<file path="src/rtl/sdram_init_pkg.sv">
package sdram_init_pkg;

   // {cs_n, ras_n, cas_n, we_n}
   localparam logic [3:0] CMD_INHIBIT = 4'b1111;
   localparam logic [3:0] CMD_NOP     = 4'b0111;
   localparam logic [3:0] CMD_PRECHG  = 4'b0010;
   localparam logic [3:0] CMD_REFRESH = 4'b0001;
   localparam logic [3:0] CMD_LDMODE  = 4'b0000;

   // address bit that selects every bank on precharge; also lowest forced-low mode bit
   localparam int unsigned ALLBANK_BIT = 10;

   typedef enum logic [2:0] {
      PH_IDLE,
      PH_PWRUP,
      PH_PRECHG,
      PH_REF1,
      PH_REF2,
      PH_LDMODE,
      PH_DONE
   } phase_t;

endpackage

</file>
<file path="src/rtl/sdram_init_phase_timer.sv">
module sdram_init_phase_timer #(
   parameter int unsigned CNT_W = 8
) (
   input  logic             clk,
   input  logic             rst_n,
   input  logic             clear,
   input  logic [CNT_W-1:0] len,
   output logic             first,
   output logic             last
);

   logic [CNT_W-1:0] cnt_q;

   always_ff @(posedge clk or negedge rst_n) begin
      if (!rst_n)     cnt_q <= '0;
      else if (clear) cnt_q <= '0;
      else            cnt_q <= cnt_q + 1'b1;
   end

   assign first = (cnt_q == '0);
   assign last  = (cnt_q == len - 1'b1);

endmodule

</file>
<file path="src/rtl/sdram_init_cmd_enc.sv">
module sdram_init_cmd_enc
   import sdram_init_pkg::*;
#(
   parameter int unsigned        ADDR_W    = 13,
   parameter int unsigned        BA_W      = 2,
   parameter logic [ADDR_W-1:0]  MODE_WORD = '0
) (
   input  phase_t            phase,
   input  logic              first,
   output logic [3:0]        cmd,
   output logic [ADDR_W-1:0] addr,
   output logic [BA_W-1:0]   bank,
   output logic              done
);

   logic [ADDR_W-1:0] mode_bus;
   logic [ADDR_W-1:0] prechg_bus;

   for (genvar i = 0; i < ADDR_W; i++) begin : g_abits
      if (i < ALLBANK_BIT) begin : g_low
         assign mode_bus[i]   = MODE_WORD[i];
         assign prechg_bus[i] = 1'b0;
      end else if (i == ALLBANK_BIT) begin : g_ap
         assign mode_bus[i]   = 1'b0;
         assign prechg_bus[i] = 1'b1;
      end else begin : g_rsvd
         assign mode_bus[i]   = 1'b0;
         assign prechg_bus[i] = 1'b0;
      end
   end

   always_comb begin
      cmd  = CMD_NOP;
      addr = '0;
      bank = '0;
      done = 1'b0;
      unique case (phase)
         PH_IDLE:   cmd = CMD_INHIBIT;
         PH_PWRUP:  cmd = CMD_NOP;
         PH_PRECHG: if (first) begin
                       cmd  = CMD_PRECHG;
                       addr = prechg_bus;
                    end
         PH_REF1,
         PH_REF2:   if (first) cmd = CMD_REFRESH;
         PH_LDMODE: if (first) begin
                       cmd  = CMD_LDMODE;
                       addr = mode_bus;
                    end
         PH_DONE: begin
            cmd  = CMD_INHIBIT;
            done = 1'b1;
         end
         default:   cmd = CMD_INHIBIT;
      endcase
   end

endmodule

</file>
<file path="src/rtl/sdram_init_seq.sv">
module sdram_init_seq
   import sdram_init_pkg::*;
#(
   parameter int unsigned        ADDR_W    = 13,
   parameter int unsigned        BA_W      = 2,
   parameter int unsigned        PWRUP_CYC = 25000,
   parameter int unsigned        T_RP      = 5,
   parameter int unsigned        T_RC      = 16,
   parameter int unsigned        T_MRD     = 2,
   parameter logic [ADDR_W-1:0]  MODE_WORD = 'h032
) (
   input  logic              clk,
   input  logic              rst_n,
   output logic              cs_n,
   output logic              ras_n,
   output logic              cas_n,
   output logic              we_n,
   output logic [ADDR_W-1:0] addr,
   output logic [BA_W-1:0]   bank,
   output logic              init_done
);

   function automatic int unsigned max4(int unsigned a, int unsigned b,
                                        int unsigned c, int unsigned d);
      int unsigned m;
      m = a;
      if (b > m) m = b;
      if (c > m) m = c;
      if (d > m) m = d;
      return m;
   endfunction

   localparam int unsigned MAX_LEN = max4(PWRUP_CYC, T_RP, T_RC, T_MRD);
   localparam int unsigned CNT_W   = $clog2(MAX_LEN + 1);

   if (ADDR_W <= ALLBANK_BIT) begin : g_bad_addr
      $error("ADDR_W must exceed the all-bank bit position");
   end
   if (BA_W < 1) begin : g_bad_ba
      $error("BA_W must be at least 1");
   end
   if (PWRUP_CYC < 1 || T_RP < 1 || T_RC < 1 || T_MRD < 1) begin : g_bad_time
      $error("every delay parameter must be at least one cycle");
   end

   phase_t           phase_q, phase_d;
   logic [CNT_W-1:0] len;
   logic             first, last, clear;
   logic [3:0]       cmd;

   always_comb begin
      unique case (phase_q)
         PH_PWRUP:  len = CNT_W'(PWRUP_CYC);
         PH_PRECHG: len = CNT_W'(T_RP);
         PH_REF1,
         PH_REF2:   len = CNT_W'(T_RC);
         PH_LDMODE: len = CNT_W'(T_MRD);
         default:   len = CNT_W'(1);
      endcase
   end

   always_comb begin
      phase_d = phase_q;
      unique case (phase_q)
         PH_IDLE:   phase_d = PH_PWRUP;
         PH_PWRUP:  if (last) phase_d = PH_PRECHG;
         PH_PRECHG: if (last) phase_d = PH_REF1;
         PH_REF1:   if (last) phase_d = PH_REF2;
         PH_REF2:   if (last) phase_d = PH_LDMODE;
         PH_LDMODE: if (last) phase_d = PH_DONE;
         default:   phase_d = PH_DONE;
      endcase
   end

   assign clear = (phase_d != phase_q) || (phase_q == PH_DONE);

   always_ff @(posedge clk or negedge rst_n) begin
      if (!rst_n) phase_q <= PH_IDLE;
      else        phase_q <= phase_d;
   end

   sdram_init_phase_timer #(
      .CNT_W (CNT_W)
   ) u_timer (
      .clk   (clk),
      .rst_n (rst_n),
      .clear (clear),
      .len   (len),
      .first (first),
      .last  (last)
   );

   sdram_init_cmd_enc #(
      .ADDR_W    (ADDR_W),
      .BA_W      (BA_W),
      .MODE_WORD (MODE_WORD)
   ) u_enc (
      .phase (phase_q),
      .first (first),
      .cmd   (cmd),
      .addr  (addr),
      .bank  (bank),
      .done  (init_done)
   );

   assign {cs_n, ras_n, cas_n, we_n} = cmd;

endmodule

</file>
<file path="config.mk">
export PLATFORM = sky130hd
export DESIGN_NAME = sdram_init_seq
export DESIGN_NICKNAME = d
export VERILOG_FILES = /design/src/rtl/sdram_init_pkg.sv /design/src/rtl/sdram_init_phase_timer.sv /design/src/rtl/sdram_init_cmd_enc.sv /design/src/rtl/sdram_init_seq.sv
export SDC_FILE = /design/constraint.sdc
export NUM_CORES = 1
export LEC_CHECK = 0
export ABC_CLOCK_PERIOD_IN_PS = 7900
export BUFFER_PORTS_ARGS = -buffer_cell sky130_fd_sc_hd__clkbuf_2
export CORE_MARGIN = 2
export CORE_UTILIZATION = 60
export DETAILED_ROUTE_END_ITERATION = 10
export PLACE_DENSITY_LB_ADDON = 0.08
export SKIP_LAST_GASP = 1
export SYNTH_ARGS = -nofsm -noshare
export SYNTH_HDL_FRONTEND = slang
export SYNTH_SLANG_ARGS = --single-unit
</file>
<file path="constraint.sdc">
create_clock -name clk -period 7.9 [get_ports clk]
set_input_delay 0.395 -clock clk [delete_from_list [all_inputs] [get_ports clk]]
set_output_delay 0.395 -clock clk [all_outputs]
set_load 0.05 [all_outputs]
</file>
==> summary.md <==
| Metric | Value |
|---|---|
| H-tree depth reported by CTS | `1` |
| DRT Wirelength | `2.832 mm` |
| CP max FO | `18` |
| CP max-delay cell | `dfrtp_1` |
| DRC Markers | `0` |
| RSZ-0062 raised after global routing | `false` |
| Clock Sink Count | `18` |
| Post-DR vias/cell | `5.875` |
| Clock power share | `29.5%` |
| Post-synth EDFFs | `0` |
| Routed vias | `1175` |
| Core ar. | `2255 µm²` |
| Die height | `53.38 µm` |
| Startpoint types | `flip-flop` |
| Buffers on Ports | `10` |
| Crit Path Category | `flip-flop to flip-flop` |
| PwrDens | `101.8 nW/µm²` |
| Worst skew pair latency | `0.30 ns` |
| WP data arrival | `3.25 ns` |
| Placed Cells | `197` |
| Area delta synth->final | `0.3423%` |
| Least-Margin Pin Slew | `0.6051 ns` |
| First-pass GRT wire length | `4.767 mm` |
| Post-cts sizing count | `0` |
| Diodes inserted | `0` |
| Worst path depth | `9` |
| Number of fill cells in the layout | `209` |
| Die ar. | `2849 µm²` |
| Fmax | `0.3225 GHz` |
| Clk slew on worst S/H paths | `0.10 ns` |
| GRT overflow | `0` |
| Post-Syn Instances | `171` |
| Largest net degree at the start of global routing | `19` |
| # setup viols final | `0` |
| Rel. slew slack | `59.64%` |
| Total Nets Final | `179` |
| Register area share after synthesis | `30.80%` |
| Final WS setup | `4.799 ns` |
| Data required time of the worst path | `8.05 ns` |
| Deepest clock path buffer count | `2` |
| Total CTS buffers | `3` |
| Final antenna-violating net count | `0` |
| Vias in the first global route | `1086` |
| Psw | `0.03936 mW` |
| Synthesized area | `1463 µm²` |
| DP HPWL | `2.210 mm` |
| Buf+Inv Stages, Crit Path | `0` |
| Final Instance Area | `1468 µm²` |
| Cell variety after synth | `49` |
| Postcts setup bufs | `0` |
| Synthesis Warnings | `0` |
| Initial Util | `64.87%` |
| #FFs+latches synth | `18` |
| Setup Slack @ Placement | `4.800 ns` |
| Async S/R FF share, synth | `100.0%` |
| Internal | `0.1100 mW` |
| Final Max Tran Viols | `0` |
| Top cells by area, synth | `dfrtp_1, buf_4, nor2_1, xnor2_1, xor2_1` |
| Worst Clk Skew | `0.01415 ns` |
| CTS Root Cell | `clkbuf_4` |
| Max_cap viols | `0` |
| Reg power frac | `61.6%` |
| Final core utilization | `65.09%` |
| Synth Flop Type | `dfrtp_1` |
| Critical path cell sequence | `or2_2 > and2_1 > ha_1 > or4b_1 > o21ai_2 > mux2i_1 > nand3_1 > o21bai_2 > nor2_1` |
| Min cycle time layout | `3.101 ns` |
| Die width | `53.38 µm` |
| Period Utilization, post-route | `39.26%` |
| IO Pins | `22` |
| Flop-to-flop setup slack | `4.80 ns` |
| Post-synth top area cell | `dfrtp_1` |
| FF-to-FF path depth | `9` |
| Net Sw Frac | `26.36%` |
| Largest delay share family, worst path | `simple AND/OR/NAND/NOR gates` |
| Post-synth top area share | `30.80%` |
| Row count | `17` |
| Syn_area_per_cell | `8.554 µm²` |
| Layout cells sized above 1 | `16.86%` |
| GRT Total Usage | `23.39%` |
| TNS Setup | `0 ns` |
| TritonCTS clock tree | `built` |
| Status | `finished clean` |
| Hold/Removal Path Class | `primary input to asynchronous set/reset pin` |
| Initial antenna violation count | `0` |
| DP Area | `1445 µm²` |
| DRT Pass-1 Iters | `4` |
| Cts hold-fix bufs | `0` |
| WL/cell | `14.16 µm` |
| GP Congestion | `0.9233` |
| Comb power frac | `8.8%` |
| Endpoint class of the critical path | `flip-flop` |
| Final Hold Viols | `0` |
| Max IR drop VDD | `76.23 µV` |
| Non-Filler Instances | `200` |
| Pleak | `0.6482 nW` |
| Iteration-0 DRC Markers | `28` |
| Max incr delay on CP | `0.67 ns` |
## cell usage in the layout, fill, tap and decap left out, types with 2 or more instances in the layout
cell and count:
dfrtp_1 18, nor2_1 27, nor2b_1 2, or2_2 3, and2_1 2, xnor2_1 11, conb_1 11, a21o_1 3
nand3_1 6, a21oi_1 6, and3_1 2, xor2_1 6, ha_1 3, clkbuf_4 3, o21ai_0 3, clkbuf_2 10
nand2_1 13, nor3_1 2, nand4_1 4, inv_1 8, or3_1 2
## synth_stat cells (all sizes together), types with 2 or more instances
| master | instances |
|---|---|
| a21o | 3 |
| a21oi | 6 |
| and2 | 2 |
| and3 | 3 |
| buf | 18 |
| clkbuf | 4 |
| dfrtp | 18 |
| ha | 3 |
| inv | 8 |
| mux2i | 2 |
| nand2 | 13 |
| nand3 | 6 |
| nand4 | 4 |
| nor2 | 27 |
| nor2b | 2 |
| nor3 | 2 |
| nor3b | 2 |
| nor4 | 2 |
| o21ai | 4 |
| o21bai | 2 |
| o41ai | 2 |
| or2 | 3 |
| or3 | 2 |
| or3b | 2 |
| xnor2 | 11 |
| xor2 | 6 |
## routing by layer
layer | track usage, % | up-vias | wire [µm]
li1 | - | 567 | -
met1 | 30.14 | 561 | 1289
met2 | 38.07 | 41 | 1344
met3 | 5.367 | 6 | 159
met4 | 8.120 | 0 | 38
met5 | 0 | - | 0
## path summary, 6_finish.rpt
path,startpoint,to
worst max-delay path,phase_q[2],u_timer.cnt_q[5]
worst min-delay path,rst_n,u_timer.cnt_q[10]
worst max register to register,phase_q[2],u_timer.cnt_q[5]
worst min register to register,u_timer.cnt_q[14],u_timer.cnt_q[14]
max in group asynchronous,rst_n,u_timer.cnt_q[1]
min in group clk,u_timer.cnt_q[14],u_timer.cnt_q[14]
## area by class of cell
| type | count | area, µm² | share of cell area [%] |
|---|---|---|---|
| Sequential cell | 18 | 450.4 | 30.69 |
| Timing Repair Buffer | 10 | 50.05 | 3.410 |
| Clock buffer | 3 | 22.52 | 1.535 |
| Multi-Input combinational cell | 133 | 879.6 | 59.93 |
| Inverter | 8 | 30.03 | 2.046 |
| Tap cell | 28 | 35.03 | 2.387 |
## worst register-to-register path: stages (launching register included)
cell and delay [ns]:
dfrtp_1 0.67, or2_2 0.22, and2_1 0.16, ha_1 0.29, or4b_1 0.48, o21ai_2 0.12, mux2i_1 0.27, nand3_1 0.12
o21bai_2 0.52, nor2_1 0.12
## state kept, by name (all words and copies together) (netlist names)
| name | cells |
|---|---|
| phase_q | 3 |
| u_timer.cnt_q | 15 |
## power groups by stage
| stage | combinational [mW] | clock (mW) | sequential [mW] |
|---|---|---|---|
| after floorplan | 0.0156 | 0 | 0.0939 |
| after global placement | 0.0133 | 0 | 0.0939 |
| after detailed placement | 0.0133 | 0 | 0.0939 |
| after CTS | 0.0133 | 0.0451 | 0.0921 |
| after global routing | 0.0140 | 0.0498 | 0.0921 |
| final | 0.0132 | 0.0441 | 0.0921 |
## cell families after synthesis
group                      after synthesis  share of synthesized area, %
muxes                                    3                         2.994
and+or+nand+nor                         73                         25.83
AOI/OAI and AO/OA                       26                         15.74
xor gates and xnor gates                17                         10.18
buffers and inverters                   30                         11.63
other                                    1                        0.2564
DFF                                     18                         30.80
adders and majority gates                3                         2.567
## per-stage QoR
stage                     power [mW]  hold WS, ns
after CTS                     0.1505      0.03405
after global placement        0.1071       0.3537
after detailed placement      0.1071       0.3549
after floorplan               0.1095      0.09941
after global routing          0.1559      0.04375
final                         0.1493      0.01719
Note: power is estimated with default switching activity, not from simulation.
